<file path="src/rtl/spi_dual_role.sv">
module spi_dual_role #(
  parameter int DW = 8
) (
  input  logic          clk,
  input  logic          rst_n,
  input  logic          wr_en,
  input  logic          rd_en,
  input  logic          addr,
  input  logic [DW-1:0] wdata,
  output logic [DW-1:0] rdata,
  input  logic          irq_en,
  output logic          irq,
  input  logic          tmr_in,
  output logic          sclk_o,
  output logic          sclk_oe,
  input  logic          sclk_i,
  input  logic          ss_i,
  output logic          sdo_o,
  output logic          sdo_oe,
  input  logic          sdi_i
);
  localparam int BW = $clog2(DW);
  localparam int EW = $clog2(2*DW);
  localparam int VW = 4;

  logic [7:5]    ctrl_hi;
  logic [3:0]    ctrl_lo;
  logic          avail_q, ovr_q, busy_q, samp_q;
  logic [DW-1:0] sr_q, rxbuf_q;
  logic [EW-1:0] edge_q;
  logic [BW-1:0] bit_q;
  logic [VW-1:0] div_q;
  logic [2:0]    tmr_s, sclk_s;
  logic [1:0]    sdi_s, ss_s;

  logic en, master, cpol, src, sspol, oe_bit;
  assign en     = ctrl_lo[0];
  assign oe_bit = ctrl_lo[2];
  assign sspol  = ctrl_lo[3];
  assign cpol   = ctrl_hi[5];
  assign src    = ctrl_hi[6];
  assign master = ctrl_hi[7];

  logic data_wr, ctrl_wr, data_rd;
  assign data_wr = wr_en && !addr;
  assign ctrl_wr = wr_en && addr;
  assign data_rd = rd_en && !addr;

  logic [VW-1:0] half_m1;
  assign half_m1 = (VW'(1) << ctrl_lo[2:1]) - VW'(1);

  logic tmr_rise, tick, start, m_sample, m_shift, m_done;
  assign tmr_rise = tmr_s[1] & ~tmr_s[2];
  assign tick     = busy_q && (src ? tmr_rise : (div_q == half_m1));
  assign start    = data_wr && master && en && !busy_q;
  assign m_sample = tick && !edge_q[0];
  assign m_shift  = tick && edge_q[0];
  assign m_done   = m_shift && (edge_q == EW'(2*DW-1));

  logic ss_act, s_on, sc_rise, sc_fall, s_sample, s_shift, s_done;
  assign ss_act   = (ss_s[1] == sspol);
  assign s_on     = en && !master && ss_act;
  assign sc_rise  = sclk_s[1] & ~sclk_s[2];
  assign sc_fall  = ~sclk_s[1] & sclk_s[2];
  assign s_sample = s_on && (cpol ? sc_fall : sc_rise);
  assign s_shift  = s_on && (cpol ? sc_rise : sc_fall);
  assign s_done   = s_sample && (bit_q == BW'(DW-1));

  logic          done, keep;
  logic [DW-1:0] new_byte;
  assign done     = m_done || s_done;
  assign keep     = avail_q && !data_rd;
  assign new_byte = m_done ? {sr_q[DW-2:0], samp_q} : {sr_q[DW-2:0], sdi_s[1]};

  logic [7:0] ctrl_view;
  assign ctrl_view = {ctrl_hi, avail_q, ctrl_lo[3:2], master ? ctrl_lo[1] : ovr_q, ctrl_lo[0]};

  assign rdata   = addr ? DW'(ctrl_view) : rxbuf_q;
  assign irq     = avail_q && irq_en;
  assign sclk_o  = cpol ^ edge_q[0];
  assign sclk_oe = en && master;
  assign sdo_o   = sr_q[DW-1];
  assign sdo_oe  = en && (master || (ss_act && oe_bit));

  always_ff @(posedge clk or negedge rst_n) begin
    if (!rst_n) begin
      ctrl_hi <= '0;
      ctrl_lo <= '0;
      avail_q <= 1'b0;
      ovr_q   <= 1'b0;
      busy_q  <= 1'b0;
      samp_q  <= 1'b0;
      sr_q    <= '0;
      rxbuf_q <= '0;
      edge_q  <= '0;
      bit_q   <= '0;
      div_q   <= '0;
      tmr_s   <= '0;
      sclk_s  <= '0;
      sdi_s   <= '0;
      ss_s    <= '0;
    end else begin
      tmr_s  <= {tmr_s[1:0], tmr_in};
      sclk_s <= {sclk_s[1:0], sclk_i};
      sdi_s  <= {sdi_s[0], sdi_i};
      ss_s   <= {ss_s[0], ss_i};

      if (ctrl_wr) begin
        ctrl_hi <= wdata[7:5];
        ctrl_lo <= wdata[3:0];
      end

      if (!en || !master) begin
        busy_q <= 1'b0;
        edge_q <= '0;
        div_q  <= '0;
      end else if (start) begin
        busy_q <= 1'b1;
        edge_q <= '0;
        div_q  <= '0;
      end else if (busy_q) begin
        if (!src) div_q <= (div_q == half_m1) ? '0 : div_q + VW'(1);
        if (tick) begin
          edge_q <= m_done ? '0 : edge_q + EW'(1);
          if (m_done) busy_q <= 1'b0;
        end
      end

      if (!s_on) bit_q <= '0;
      else if (s_sample) bit_q <= s_done ? '0 : bit_q + BW'(1);

      if (m_sample) samp_q <= sdi_i;
      else if (s_sample) samp_q <= sdi_s[1];

      if (data_wr && !(master && busy_q)) sr_q <= wdata;
      else if (m_shift || s_shift) sr_q <= {sr_q[DW-2:0], samp_q};

      if (ctrl_wr && !master && !wdata[1]) ovr_q <= 1'b0;

      if (done) begin
        avail_q <= 1'b1;
        if (keep) begin
          if (!master) ovr_q <= 1'b1;
        end else begin
          rxbuf_q <= new_byte;
        end
      end else if (data_rd) begin
        avail_q <= 1'b0;
      end
    end
  end
endmodule

</file>
<file path="config.mk">
export PLATFORM = sky130hd
export DESIGN_NAME = spi_dual_role
export DESIGN_NICKNAME = d
export VERILOG_FILES = /design/src/rtl/spi_dual_role.sv
export SDC_FILE = /design/constraint.sdc
export NUM_CORES = 1
export LEC_CHECK = 0
export ABC_CLOCK_PERIOD_IN_PS = 3100
export BUFFER_PORTS_ARGS = -buffer_cell sky130_fd_sc_hd__buf_2
export CAP_MARGIN = 25
export CELL_PAD_IN_SITES_DETAIL_PLACEMENT = 2
export CELL_PAD_IN_SITES_GLOBAL_PLACEMENT = 2
export CORE_ASPECT_RATIO = 1.5
export CORE_UTILIZATION = 37
export CTS_CLUSTER_SIZE = 25
export DETAILED_ROUTE_END_ITERATION = 6
export HOLD_SLACK_MARGIN = 0.08
export PLACE_DENSITY_LB_ADDON = 0.1
export SETUP_SLACK_MARGIN = 0.05
export SYNTH_ARGS = -nofsm -noshare
export SYNTH_HDL_FRONTEND = slang
export SYNTH_SLANG_ARGS = --single-unit
</file>
<file path="constraint.sdc">
create_clock -name clk -period 3.1 [get_ports clk]
set_clock_uncertainty 0.1 [all_clocks]
set_input_delay 0.465 -clock clk [delete_from_list [all_inputs] [get_ports clk]]
set_output_delay 0.465 -clock clk [all_outputs]
set_load 0.05 [all_outputs]
</file>
# [After elaboration in Yosys (flattened, before gate mapping)]
# Cells that the tools add are included.
[word_totals] out_inout_bits=13 ram_bits=0 latch_bits=0 in_bits=18 mem_count=0 mem_bits_ro=0 elab_cells=112 register_bits=48
[op_classes] div_mod_pow=0 multipliers=0 order_cmp=0 addsub=4 bitwise=8 mux=34 reduce_logical=44 eq_ne=6 shift=1
[ops] cell="4-bit two-way mux" n=10
[ops] cell="1-bit logical AND" n=24
[ops] cell="8-bit two-way mux" n=3
[ops] cell="1-bit two-way mux" n=18
[ops] cell="3-bit two-way mux" n=3
[ops] cell="4-bit by 1-bit adder with 4-bit output (second input constant)" n=2
[ops] cell="1-bit logical NOT" n=8
[ops] cell="2-bit AND reduction" n=3
[ops] cell="2-bit nonzero test" n=3
[ops] cell="3-bit nonzero test" n=2
[ops] cell="4-bit == test" n=1
[ops] cell="4-bit == test (second input constant)" n=1
[ops] cell="1-bit logical OR" n=4
[ops] cell="1-bit NOT" n=4
[ops] cell="1-bit by 2-bit << shifter with 4-bit output (first input constant)" n=1
[ops] cell="4-bit by 2-bit subtractor with 4-bit output (second input constant)" n=1
[ops] cell="3-bit by 1-bit adder with 3-bit output (second input constant)" n=1
[ops] cell="1-bit AND" n=3
[ops] cell="3-bit == test (second input constant)" n=1
[ops] cell="3-bit by 1-bit inequality test with 1-bit output (second input constant)" n=1
[ops] cell="2-bit by 1-bit inequality test with 1-bit output (second input constant)" n=1
[ops] cell="1-bit == test" n=1
[ops] cell="1-bit bitwise XOR" n=1

# [Depth between registers and ports, before layout]
[logic_depth] word_depth=12 ltp_mapped=6 mapped_depth_nobuf=6

# [Worst setup path after synthesis]
# OpenSTA, ideal clock, no wires.
[synth_path] kind="reg2reg" startpoint="register ctrl_lo[2]" endpoint="register rxbuf_q[1]" required_ns=2.875 slack_ns=0.913 path_buffers=0 setup_time_ns=0.125 t_arrival_ns=1.963 synth_period_minus_slack_ns=2.187 path_stages_with_launch=6 path_cell_list="dfrtp_1 > or3b_1 > a211oi_4 > o311ai_2 > a21boi_4 > mux2_2"
[synth_between] elab_chain_len=9
[synth_rtl] element="start: declaration" line="27" text="logic [3:0] ctrl_lo;"
[synth_rtl] element="start signal: assignment" line="110" text="ctrl_lo <= wdata[3:0];"
[synth_rtl] element="1-bit by 2-bit << shifter with 4-bit output" line="50" text="assign half_m1 = (VW'(1) << ctrl_lo[2:1]) - VW'(1);"
[synth_rtl] element="4-bit by 2-bit subtractor with 4-bit output" line="50"
[synth_rtl] element="4-bit == test" line="54" text="assign tick = busy_q && (src ? tmr_rise : (div_q == half_m1));"
[synth_rtl] element="1-bit two-way mux" line="54"
[synth_rtl] element="1-bit logical AND" line="54"
[synth_rtl] element="1-bit logical AND" line="57" text="assign m_shift = tick && edge_q[0];"
[synth_rtl] element="1-bit logical AND" line="58" text="assign m_done = m_shift && (edge_q == EW'(2*DW-1));"
[synth_rtl] element="1-bit logical OR" line="71" text="assign done = m_done || s_done;"
[synth_rtl] element="2-bit AND reduction (no line)"
[synth_rtl] element="end signal: assignment" line="145" text="rxbuf_q <= new_byte;"
[synth_rtl] element="end: declaration" line="29" text="logic [DW-1:0] sr_q, rxbuf_q;"
# Every way passes these cells.
# A chain may end at the register's enable or synchronous reset.

# [Worst setup path in the final report]
[layout_path] startpoint="register ctrl_lo[2]" endpoint="register rxbuf_q[7]"
# Same word-level chain as after synthesis.

==> impl_metrics.tcl <==
set metrics [dict create \
    cp_max_fo 8 \
    cts.htree.levels 2 \
    drc_errors 0 \
    dp_slack_ns 0.620 \
    placedInstanceArea_mm2 0.00260 \
    crit_required_ns 3.19 \
    antenna_left 0 \
    cts_root_buf "clkbuf_8" \
    p_leak_nw 1.28 \
    rsz0062_at_grt "no" \
    hp-class "in -> async" \
    clk_pin_slew_worst_paths_ns 0.10 \
    area_growth_pct 15.9 \
    clockBufferDepth 2 \
    tightest_slew_ns 0.730 \
    chipWidth_um 66.9 \
    syn_nets 233 \
    syn_area_mm2 0.00234 \
    io_buffer_count 30 \
    initial_utilization 0.382 \
    worstReg2RegEnd "rxbuf_q[7]" \
    cts-hold-fix-buffers 0 \
    grt_first_pass_wirelength_mm 10.2 \
    drt_first_pass_iters 4 \
    worstSetupPathType "reg -> reg" \
    dieArea_mm2 0.00665 \
    synth_area_leaders "dfrtp_1 51%, mux2_2 11%, a21oi_1 3.0%" \
    worst_slack_ns 0.631 \
    worstSetupStartpointType "flop" \
    slew_headroom 0.510 \
    layout-drive-gt1-share 0.301 \
    slew_viol_final 0 \
    cts_resized 0 \
    grt_pass1_vias 1960 \
    vias 1772 \
    cts_inserted_buffers 5 \
    drv_cap 0 \
    ys_warn_count 0 \
    cts_tree "built" \
    fin_crit_ns 2.47 \
    ys_seq_area_frac 0.513 \
    layout_common_cells "48 x dfrtp_1, 30 x buf_2, 22 x mux2_2" \
    rows 35 \
    nFillCells 672 \
    synth_ff_type "dfrtp_1" \
    async_flop_share 1.00 \
    final_design_area_no_fill_mm2 0.00271 \
    core_mm2 0.00613 \
    netlist.area_leader.share 0.513 \
    grt_usage 0.209 \
    grt_overflow 0 \
    endpoint_kind "flop" \
    antenna_found_initial 0 \
    grt_max_degree 30 \
    finalCritPeriodShare 0.797 \
    yosysTopAreaCell "dfrtp_1" \
    cp-endpoint "rxbuf_q[7]" \
    avgViaCountPerCell 5.49 \
    diodes 0 \
    rrSetupSlack_ns 0.63 \
    fin_tns_setup_ns 0 \
    post_cts_buffers 0 \
    reg2reg_depth 5 \
    ys_types 48 \
    synth-seq-cells 48 \
    io_pins 31 \
    clock-sinks 48 \
    powerDensity_mw_per_mm2 535 \
    synth_edf_count 0 \
    max_freq_mhz 405 \
    hpwl_mm 4.78 \
    fp.dieH_um 99.4 \
    wire_per_inst_um 19.1 \
    final_common_cell "dfrtp_1" \
    wirelength_mm 6.18 \
    cp.arrival_ns 2.56 \
    setup_viol 0 \
    post_synth.cell_area_avg_um2 11.1 \
    critPathLaunch "ctrl_lo[2]" \
    nNetsFinal 270 \
    status "finished clean" \
    place_congestion 0.725 \
    synthesis.instances 211 \
    drt-initial-drc-count 77 \
    hold_viol 0 \
    ir_drop_mv 0.276 \
    reg2reg_from "ctrl_lo[2]" \
    clkLatencyLatePin_ns 0.31 \
]
[synthesized netlist by cell type (2+ instances only)]
cell type,instances
inv_1,9
o31ai_1,3
nand2_1,16
a21o_1,2
a31oi_1,2
o21ai_1,2
mux2i_1,5
dfrtp_1,48
a21oi_1,14
nor2_1,16
and2_1,3
nand4_1,3
clkbuf_1,4
mux2_2,22
a211o_1,4
ha_1,4
nor2b_1,3
o21ai_0,5
nor3_1,8
nand2b_1,6
nand3_1,2
nand3b_1,2
xor2_1,2
o211ai_1,2
[worst max-delay path, cell delays in order, from the launching register on]
cell      delay (ns)
dfrtp_1         0.49
or3b_1          0.45
a211oi_4        0.36
o311ai_2        0.20
a21boi_4        0.37
mux2_2          0.38
[cells by family after synthesis]
kind of cell,synth area share
xor+xnor,0.0112
simple gates,0.154
buf+inv,0.0225
fa+ha+maj,0.0214
mux,0.127
flops,0.513
compound gates,0.150
[layout make-up]
class / instances / area [um2] / share of cell area
clock inverters: 3 / 42.5 / 0.0157
clock buffers: 5 / 68.8 / 0.0254
multi-input cells: 149 / 1090 / 0.400
flip-flops and latches: 48 / 1200 / 0.443
repair buffers: 35 / 188 / 0.0692
inverters: 9 / 33.8 / 0.0125
well taps: 74 / 92.6 / 0.0341
[state kept, by name, summed over array words and instances, names as in the netlist, 4 cells and up]
register / cells
rxbuf_q: 8
ctrl_lo: 4
edge_q: 4
sr_q: 8
div_q: 4
[worst min-delay path by stage]
stage,startpoint,cells after the start,end
final,rst_n,1,div_q[0]
after global routing,rst_n,1,div_q[0]
after CTS,rst_n,1,div_q[0]
after detailed placement,tmr_s[0],0,tmr_s[1]
after global placement,tmr_s[0],0,tmr_s[1]
after floorplan,rst_n,0,avail_q
[through the flow]
stage	power, W	util	cells	hold slack (ns)
final	0.00145	0.442	323	0.0851
after global routing	0.00152	0.442	323	0.118
after CTS	0.00147	0.442	323	0.105
after detailed placement	0.00101	0.424	315	0.236
after global placement	0.00100	0.424	315	0.235
after floorplan	0.000910	-	211	0.0694
[power by group]
group | total (W) | internal, W | switching [W] | leakage, nW
combinational | 0.000270 | 0.0000966 | 0.000173 | 0.613
sequential | 0.000722 | 0.000673 | 0.0000485 | 0.612
clock | 0.000460 | 0.000239 | 0.000221 | 0.0541
total | 0.00145 | 0.00101 | 0.000443 | 1.28
[routing by layer]
layer  part of all wire  global-route usage
met1               0.40               0.240
met4             0.0099              0.0540
met2               0.58               0.388
met5                  0                   0
met3              0.013              0.0344
No activity file was read; power rests on OpenSTA's default activity.
